**src/rtl/rtcb_pkg.sv**
```systemverilog
package rtcb_pkg;

    typedef logic [7:0] byte_t;

    // Register positions that software decodes
    localparam byte_t R_SEC      = 8'h00;
    localparam byte_t R_SEC_ALM  = 8'h01;
    localparam byte_t R_MIN      = 8'h02;
    localparam byte_t R_MIN_ALM  = 8'h03;
    localparam byte_t R_HOUR     = 8'h04;
    localparam byte_t R_HOUR_ALM = 8'h05;
    localparam byte_t R_WDAY     = 8'h06;
    localparam byte_t R_MDAY     = 8'h07;
    localparam byte_t R_MONTH    = 8'h08;
    localparam byte_t R_YEAR     = 8'h09;
    localparam byte_t R_CTL_A    = 8'h0A;
    localparam byte_t R_CTL_B    = 8'h0B;
    localparam byte_t R_STS_C    = 8'h0C;
    localparam byte_t R_STS_D    = 8'h0D;
    localparam byte_t R_CENT     = 8'h32;
    localparam byte_t R_CENT_ALT = 8'h37;

    localparam byte_t CTL_A_RST  = 8'h26;
    localparam byte_t CTL_B_RST  = 8'h02;
    localparam byte_t OOR_VALUE  = 8'hFF;

    // One data-port access, as seen by the storage
    typedef struct packed {
        logic  wr;
        logic  rd;
        logic  oor;
        byte_t idx;
        byte_t data;
    } access_t;

    function automatic logic is_time_reg(input byte_t idx);
        case (idx)
            R_SEC, R_MIN, R_HOUR, R_WDAY, R_MDAY,
            R_MONTH, R_YEAR, R_CENT, R_CENT_ALT: return 1'b1;
            default:                              return 1'b0;
        endcase
    endfunction

    // Control B write filter: bit 3 never stored, set mode drops bit 4
    function automatic byte_t shape_ctl_b(input byte_t d);
        byte_t v;
        v    = d;
        v[3] = 1'b0;
        if (v[7]) v[4] = 1'b0;
        return v;
    endfunction

endpackage

```
**src/rtl/rtcb_index.sv**
```systemverilog
module rtcb_index
    import rtcb_pkg::*;
#(
    parameter int NREGS = 64
) (
    input  logic    clk,
    input  logic    rst,
    input  logic    io_wr,
    input  logic    io_rd,
    input  logic    io_sel,
    input  byte_t   wr_data,
    output byte_t   idx_q,
    output access_t acc,
    output logic    err_q
);

    localparam byte_t LIMIT = 8'(NREGS);

    logic oor;

    always_ff @(posedge clk) begin
        if (rst) begin
            idx_q <= '0;
            err_q <= 1'b0;
        end else begin
            if (io_wr && !io_sel) idx_q <= wr_data;
            err_q <= io_sel && (io_wr || io_rd) && oor;
        end
    end

    assign oor = (idx_q >= LIMIT);

    always_comb begin
        acc.wr   = io_wr && io_sel;
        acc.rd   = io_rd && io_sel;
        acc.oor  = oor;
        acc.idx  = idx_q;
        acc.data = wr_data;
    end

endmodule

```
**src/rtl/rtcb_store.sv**
```systemverilog
module rtcb_store
    import rtcb_pkg::*;
#(
    parameter int NREGS = 64
) (
    input  logic    clk,
    input  logic    rst,
    input  access_t acc,
    input  logic    tick_busy,
    output byte_t   rd_data,
    output byte_t   ctl_b_q,
    output logic    time_wr,
    output logic    ctl_b_wr
);

    localparam int AW = $clog2(NREGS);

    byte_t ram [NREGS];
    byte_t ctl_a_q;
    byte_t rd_q;
    byte_t view;
    logic  wr_ok;

    logic [AW-1:0] waddr;
    logic [AW-1:0] cent_addr;

    assign wr_ok     = acc.wr && !acc.oor;
    assign waddr     = acc.idx[AW-1:0];
    assign cent_addr = R_CENT[AW-1:0];
    assign time_wr   = wr_ok && is_time_reg(acc.idx);
    assign ctl_b_wr  = wr_ok && (acc.idx == R_CTL_B);

    // Control registers kept apart from the plain array
    always_ff @(posedge clk) begin
        if (rst) begin
            ctl_a_q <= CTL_A_RST;
            ctl_b_q <= CTL_B_RST;
        end else begin
            ctl_a_q[7] <= tick_busy;
            if (wr_ok && acc.idx == R_CTL_A) ctl_a_q[6:0] <= acc.data[6:0];
            if (ctl_b_wr) ctl_b_q <= shape_ctl_b(acc.data);
        end
    end

    // Plain byte array: time, alarm, RAM
    always_ff @(posedge clk) begin
        if (rst) begin
            for (int i = 0; i < NREGS; i++) ram[i] <= '0;
        end else if (wr_ok) begin
            case (acc.idx)
                R_CTL_A, R_CTL_B, R_STS_C, R_STS_D: ;
                R_CENT_ALT: begin
                    ram[waddr]     <= acc.data;
                    ram[cent_addr] <= acc.data;
                end
                default: ram[waddr] <= acc.data;
            endcase
        end
    end

    always_comb begin
        case (acc.idx)
            R_CTL_A:          view = {ctl_a_q[7] & ~ctl_b_q[7], ctl_a_q[6:0]};
            R_CTL_B:          view = ctl_b_q;
            R_STS_C, R_STS_D: view = 8'h00;
            default:          view = ram[waddr];
        endcase
    end

    always_ff @(posedge clk) begin
        if (rst)         rd_q <= '0;
        else if (acc.rd) rd_q <= acc.oor ? OOR_VALUE : view;
    end

    assign rd_data = rd_q;

endmodule

```
**src/rtl/rtcb_reload.sv**
```systemverilog
module rtcb_reload (
    input  logic clk,
    input  logic rst,
    input  logic time_wr,
    input  logic ctl_b_wr,
    input  logic new_set,
    input  logic set_mode,
    output logic reload_pulse
);

    logic pending_q;
    logic pulse_q;
    logic leave_set;

    assign leave_set = ctl_b_wr && set_mode && !new_set;

    always_ff @(posedge clk) begin
        if (rst) begin
            pending_q <= 1'b0;
            pulse_q   <= 1'b0;
        end else begin
            pulse_q <= 1'b0;
            if (time_wr) begin
                if (set_mode) pending_q <= 1'b1;
                else          pulse_q   <= 1'b1;
            end
            if (leave_set && pending_q) begin
                pulse_q   <= 1'b1;
                pending_q <= 1'b0;
            end
        end
    end

    assign reload_pulse = pulse_q;

endmodule

```
**src/rtl/rtcb_bank.sv**
```systemverilog
module rtcb_bank
    import rtcb_pkg::*;
#(
    parameter int NREGS = 64
) (
    input  logic       clk,
    input  logic       rst,
    input  logic       io_wr,
    input  logic       io_rd,
    input  logic       io_sel,
    input  logic [7:0] wr_data,
    input  logic       tick_busy,
    output logic [7:0] rd_data,
    output logic       reload_pulse,
    output logic       range_err
);

    access_t acc;
    byte_t   idx_q;
    byte_t   ctl_b_q;
    logic    time_wr;
    logic    ctl_b_wr;

    generate
        if (NREGS != 64 && NREGS != 128) begin : g_bad_size
            initial $error("rtcb_bank: NREGS must be 64 or 128");
        end
    endgenerate

    rtcb_index #(.NREGS(NREGS)) u_index (
        .clk     (clk),
        .rst     (rst),
        .io_wr   (io_wr),
        .io_rd   (io_rd),
        .io_sel  (io_sel),
        .wr_data (wr_data),
        .idx_q   (idx_q),
        .acc     (acc),
        .err_q   (range_err)
    );

    rtcb_store #(.NREGS(NREGS)) u_store (
        .clk       (clk),
        .rst       (rst),
        .acc       (acc),
        .tick_busy (tick_busy),
        .rd_data   (rd_data),
        .ctl_b_q   (ctl_b_q),
        .time_wr   (time_wr),
        .ctl_b_wr  (ctl_b_wr)
    );

    rtcb_reload u_reload (
        .clk          (clk),
        .rst          (rst),
        .time_wr      (time_wr),
        .ctl_b_wr     (ctl_b_wr),
        .new_set      (wr_data[7]),
        .set_mode     (ctl_b_q[7]),
        .reload_pulse (reload_pulse)
    );

endmodule

```
**config.mk**
```make
export PLATFORM = sky130hd
export DESIGN_NAME = rtcb_bank
export DESIGN_NICKNAME = d
export VERILOG_FILES = /design/src/rtl/rtcb_pkg.sv /design/src/rtl/rtcb_index.sv /design/src/rtl/rtcb_store.sv /design/src/rtl/rtcb_reload.sv /design/src/rtl/rtcb_bank.sv
export SDC_FILE = /design/constraint.sdc
export NUM_CORES = 1
export LEC_CHECK = 0
export BUFFER_PORTS_ARGS = -buffer_cell sky130_fd_sc_hd__buf_4
export CAP_MARGIN = 25
export CORE_MARGIN = 1.5
export CORE_UTILIZATION = 55
export CTS_CLUSTER_SIZE = 16
export DETAILED_ROUTE_END_ITERATION = 16
export PLACE_DENSITY = 0.73
export SLEW_MARGIN = 30
export SYNTH_ARGS = -nofsm -noshare
export SYNTH_HDL_FRONTEND = slang
export SYNTH_HIERARCHICAL = 1
export SYNTH_SLANG_ARGS = --single-unit
```
**constraint.sdc**
```tcl
create_clock -name clk -period 2.85 [get_ports clk]
set_clock_uncertainty 0.2 [all_clocks]
set_input_delay 0 -clock clk [delete_from_list [all_inputs] [get_ports clk]]
set_output_delay 0 -clock clk [all_outputs]
set_load 0.05 [all_outputs]
```
Word-level counts from Yosys, hierarchy flattened
Memories as Yosys holds them, arrays and structs flattened. A register that Yosys moved wholly into a read port is not among the register bits.
Cells that the tools add are included.
- $add $sub $neg: 0
- $mul: 0
- div/mod/pow operators: 0
- order comparisons: 1
- eq/ne operators: 12
- shifts and indexed selects: 0
- multiplexer cells: 24
- bitwise gates (word level): 4
- reductions and logical operators: 23
- operators by type and width (kind ; count):
    8-bit by 4-bit == test with 1-bit output (second input constant) ; 6
    8-bit 2-to-1 mux ; 4
    8-bit by 3-bit == test with 1-bit output (second input constant) ; 3
    8-bit one-hot mux with 3 select lines ; 1
    6-bit 2-to-1 mux ; 3
    8-bit by 6-bit == test with 1-bit output (second input constant) ; 2
    1-bit 2-to-1 mux ; 16
    1-bit logical AND ; 12
    9-bit OR reduction ; 1
    8-bit by 2-bit == test with 1-bit output (second input constant) ; 1
    8-bit by 7-bit >= comparator with 1-bit output (second input constant) ; 1
    8-bit zero test ; 1
    8-bit OR reduction ; 1
    5-bit OR reduction ; 1
    2-bit OR reduction ; 2
    1-bit zero test ; 3
    1-bit OR ; 2
    2-bit AND reduction ; 1
    1-bit AND ; 1
    1-bit logical OR ; 1
    1-bit inverter ; 1
- flip-flop bits (word level): 34
- latch bits: 0
- bits in writable memories: 512
- memory bits (read-only): 0
- input port bits: 14
- output and inout port bits: 10
- word-level logic and storage cells: 73
- memories: 1
- memory list (memory ; words ; bits a word ; rd ports ; clocked after memory_dff ; wr ports ; RTL line ; text):
    u_store.ram ; 64 ; 8 ; 1 ; 1 ; 64 ; rtcb_store.sv:18 ; byte_t ram [NREGS];

Longest topological paths before layout
- word-level depth: 9
- depth in mapped cells: 10
- mapped depth without buffers: 7

Cells and area by module
The synthesis kept the hierarchy.
- modules (own cells, without submodules) (module ; instances ; cells each ; area an instance (sq um) ; sequential area each (sq um)):
    rtcb_store ; 1 ; 1901 ; 25398.1 ; 15835.2
    rtcb_index ; 1 ; 59 ; 583.1 ; 180.2
    rtcb_reload ; 1 ; 7 ; 76.3 ; 40.0

Worst setup path after synthesis
OpenSTA, ideal clock, no wires.
- kind: register to register
- start point: reg u_index.idx_q[7]
- end point: mem u_store/ram[39][0] (netlist bit), enable pin
- library setup time: 0.310 ns
- arrival time: 2.186 ns
- data required time: 2.340 ns
- path slack: 0.154 ns
- stages on the path, launching flop included: 9
- path buffers: 3
- period minus slack after synthesis: 2.696 ns
- path through: dfxtp_1 > or2_2 > buf_4 > nand2b_1 > clkbuf_1 > or3_1 > clkbuf_1 > nor4b_2 > or2_2
- RTL lines (item ; RTL line ; text):
    from (decl) ; rtcb_index.sv:12 ; output byte_t idx_q,
    from (signal assigned) ; rtcb_index.sv:26 ; if (io_wr && !io_sel) idx_q <= wr_data;
    to (decl) ; rtcb_store.sv:18 ;

Final worst setup path
- start point: reg u_index.idx_q[0]
- end point: reg u_store.rd_q[0] (netlist: u_store/rd_data[0])
- cells in the longest elaborated chain, start to end: 4
- elaborated cells between the ends (all ways): 8
- classes of those cells: order compare: 1; eq/ne: 4; mux: 2; reduce/logical: 1
- ends and longest elaborated chain (item ; RTL line ; text):
    8-bit by 4-bit == test with 1-bit output ; rtcb_store.sv:62 ; case (acc.idx)
    2-bit OR reduction ; rtcb_store.sv:62 ;
    8-bit one-hot mux with 3 select lines ; rtcb_store.sv:62 ;
    8-bit 2-to-1 mux * ; rtcb_store.sv:72 ; else if (acc.rd) rd_q <= acc.oor ? OOR_VALUE : view;
    to (signal assigned) ; rtcb_store.sv:72 ;
    to (decl) ; rtcb_store.sv:20 ; byte_t rd_q;
Mark *: on every way between the ends. The rest lies on a longest branch, timed or not.
A chain may end at the register's enable or synchronous reset.

==> results.py <==
metrics = {
    "sta": {
        "rsz0062_at_grt": "yes",
        "period_share_pct": 98.56,
        "slew_headroom_pct": 39.18,
        "period_minus_slack_ns": 2.809,
        "max_freq_ghz": 0.3560,
        "slew_violations": 0,
        "finalHoldViolations": 0,
        "worst_slew_pin_slew_ns": 0.9123,
        "setup_viol": 0,
    },
    "floorplanning": {
        "dieArea_sq_um": 48560,
        "die_h_microns": 220.4,
        "rows": 79,
        "die_width_microns": 220.4,
        "start_util_pct": 55.82,
        "core_area_sq_um": 46560,
        "pin_count": 24,
    },
    "worst_setup_path": {
        "ff2ff_setup_slack_ns": 0.04,
        "critPathKind": "reg2reg",
        "arrival_ns": 3.08,
        "cp.buffers_inverters": 2,
        "max_stage_delay_ns": 0.50,
        "worst-r2r-cell-count": 7,
        "r2r-start": "u_index/idx_q[0]$_SDFFE_PP0P_",
        "critPathRequiredTime_ns": 3.12,
        "cp_slowest_cell": "dfxtp_4",
        "r2r-end": "u_store/rd_data[0]$_SDFFE_PP0P_",
        "critPathMostFrequentCell": "buf_4",
        "end_kind": "flip-flop",
        "worstPathCellList": "buf_4 -> mux2_2 -> o22ai_1 -> a2111oi_0 -> buf_4 -> o41ai_4 -> a311oi_1",
        "critPathTopFamily": "compound AO/OA/AOI/OAI gates",
        "critPathLaunchType": "flip-flop",
        "critPathMaxFanout": 21,
    },
    "routing": {
        "first_iter_violations": 2153,
        "viasPerCell": 6.207,
        "drtPass1Iterations": 5,
        "drc": 0,
        "vias": 16691,
        "wirelength_microns": 67830,
        "detail-route-antenna-nets": 0,
        "wl_per_cell_microns": 25.23,
    },
    "place": {
        "dp_hpwl_microns": 43570,
        "placed_cells": 2566,
        "placed_area_sq_um": 27160,
        "port_buffers": 23,
        "gp_congestion": 0.8962,
    },
    "final_layout": {
        "drive_gt1_share_pct": 21.33,
        "finalCoreUtilization_pct": 63.02,
        "nNetsFinal": 2052,
        "nFillCells": 3422,
        "fin_area_sq_um": 29340,
        "syn2layout_area_growth_pct": 12.90,
        "antenna_cells": 0,
        "fin_cells": 2689,
    },
    "cts": {
        "path_clk_slew_ns": 0.06,
        "numCtsBuffers": 56,
        "cts_root_buffer": "clkbuf_16",
        "htreeDepth": 2,
        "clk_latency_ns": 0.62,
        "clock_path_buffers": 3,
        "clock-sinks": 546,
        "cts_tree": "built",
    },
    "global_route": {
        "grt_pass1_vias": 16405,
        "grt_pass1_wl_microns": 101000,
        "antenna_found_initial": 0,
        "grt_usage_pct": 28.46,
        "grt_overflow_total": 0,
        "grt_max_degree": 69,
    },
    "logic_synthesis": {
        "syn_inst": 1957,
        "yosysWarnings": 6,
        "synthesis.area_sq_um": 25990,
        "syn_nets": 1971,
        "avgSynthCellArea_sq_um": 13.28,
    },
    "worst_hold_path": {
        "min_path_cells": 4,
        "hold_class": "in2reg",
        "hold_path.startpoint": "io_wr",
        "whs_endpoint": "u_index/idx_q[0]$_SDFFE_PP0P_",
    },
    "power": {
        "p_total_mw": 18.13,
        "total_leakage_power_nw": 10.64,
        "power.density_nw_per_um2": 617.8,
        "ir_drop_uv": 644.6,
    },
    "outcome": {
        "status": "completed",
    },
    "run": {
        "cap_violations": 0,
    },
}
-- final cells by class --
cell class	instances	area (sq um)	area share (%)
clock buffers	72	1513	5.156
clock inverters	30	414.1	1.412
inverters	7	26.28	0.08956
multi-input cells	1236	8971	30.58
flip-flops and latches	546	16060	54.74
well taps	607	759.5	2.589
repair buffers	191	1594	5.433
-- state kept, by name, indices dropped and copies added (netlist names) --
register               flops
u_store/ctl_b_q            7
u_index/err_q              1
u_reload/pending_q         1
u_store/ctl_a_q            8
u_index/idx_q              8
u_store/rd_data            8
u_store/ram              512
u_reload/reload_pulse      1
-- power by group --
part	internal (mW)	total, mW	switching, mW
clock	4.64	7.71	3.07
sequential	9.00	9.12	0.118
combinational	0.451	1.30	0.846
total	14.1	18.1	4.03
-- how the worst max path moves through the flow --
stage	to	slack (ns)	cells past startpoint	from
finish	u_store/rd_data[0]$_SDFFE_PP0P_	0.04	7	u_index/idx_q[0]$_SDFFE_PP0P_
global route	u_store/rd_data[1]$_SDFFE_PP0P_	-0.003	7	u_index/idx_q[0]$_SDFFE_PP0P_
CTS	u_store/rd_data[6]$_SDFFE_PP0P_	0.04	6	u_index/idx_q[0]$_SDFFE_PP0P_
detailed placement	u_store/rd_data[0]$_SDFFE_PP0P_	-0.24	7	u_index/idx_q[0]$_SDFFE_PP0P_
global placement	u_store/rd_data[0]$_SDFFE_PP0P_	-0.20	7	u_index/idx_q[0]$_SDFFE_PP0P_
floorplan	u_store/ram[39][0]$_SDFFCE_PN0P_	0.17	8	u_index/idx_q[7]$_SDFFE_PP0P_
-- stage by stage --
step	hold WS, ns	setup slack [ns]	setup TNS, ns
CTS	0.1069	0.04169	0
global route	0.1291	-0.003447	-0.003447
detailed placement	0.04325	-0.2429	-0.2868
floorplan	-0.1309	0.1670	0
global placement	0.02628	-0.2040	-0.2341
finish	0.1171	0.04097	0
-- tightest hold or removal path, cell delays in order --
cell           delay [ns]
dlygate4sd3_1        0.53
buf_4                0.18
nand4bb_1            0.12
o21ai_2              0.06
-- what timing repair did --
| item | in CTS | in global routing |
|---|---|---|
| hold endpoints to repair | 284 | 0 |
| pin swaps | 0 | 0 |
| endpoints found under the setup margin | 2 | 29 |
| gates resized for setup | 4 | 5 |
| hold buffers | 19 | 0 |
| setup buffers | 0 | 2 |
-- layout by cell type (no fill, tap or decap), types with 5 or more instances in the layout --
cell,count
o22ai_1,31
edfxtp_1,512
mux4_2,33
and3_1,8
o21ai_2,8
nand2_1,36
a22o_1,10
clkinv_2,10
bufinv_16,10
nand4bb_1,8
inv_1,5
and2_1,449
o31ai_1,7
dlygate4sd3_1,19
nor3_1,61
nand3_1,24
a2111oi_0,20
a21oi_1,31
mux2i_1,114
buf_12,9
nor2_1,85
clkbuf_1,12
dfxtp_1,32
nor4_1,9
o21ai_0,5
or2_2,66
or3_1,5
a41o_1,6
a22oi_1,26
buf_4,163
nand2b_1,16
clkbuf_16,57
a211oi_1,23
mux2_2,60
a311oi_1,8
nor2b_1,35
-- routing by layer --
| metal | GRT usage [%] | vias up | wire length, microns |
|---|---|---|---|
| li1 | - | 7325 | - |
| met1 | 39.73 | 8276 | 27500 |
| met2 | 44.85 | 952 | 31330 |
| met3 | 5.072 | 138 | 6627 |
| met4 | 10.63 | 0 | 2381 |
| met5 | 0 | - | 0 |
Note: power is estimated with default switching activity, not from simulation.
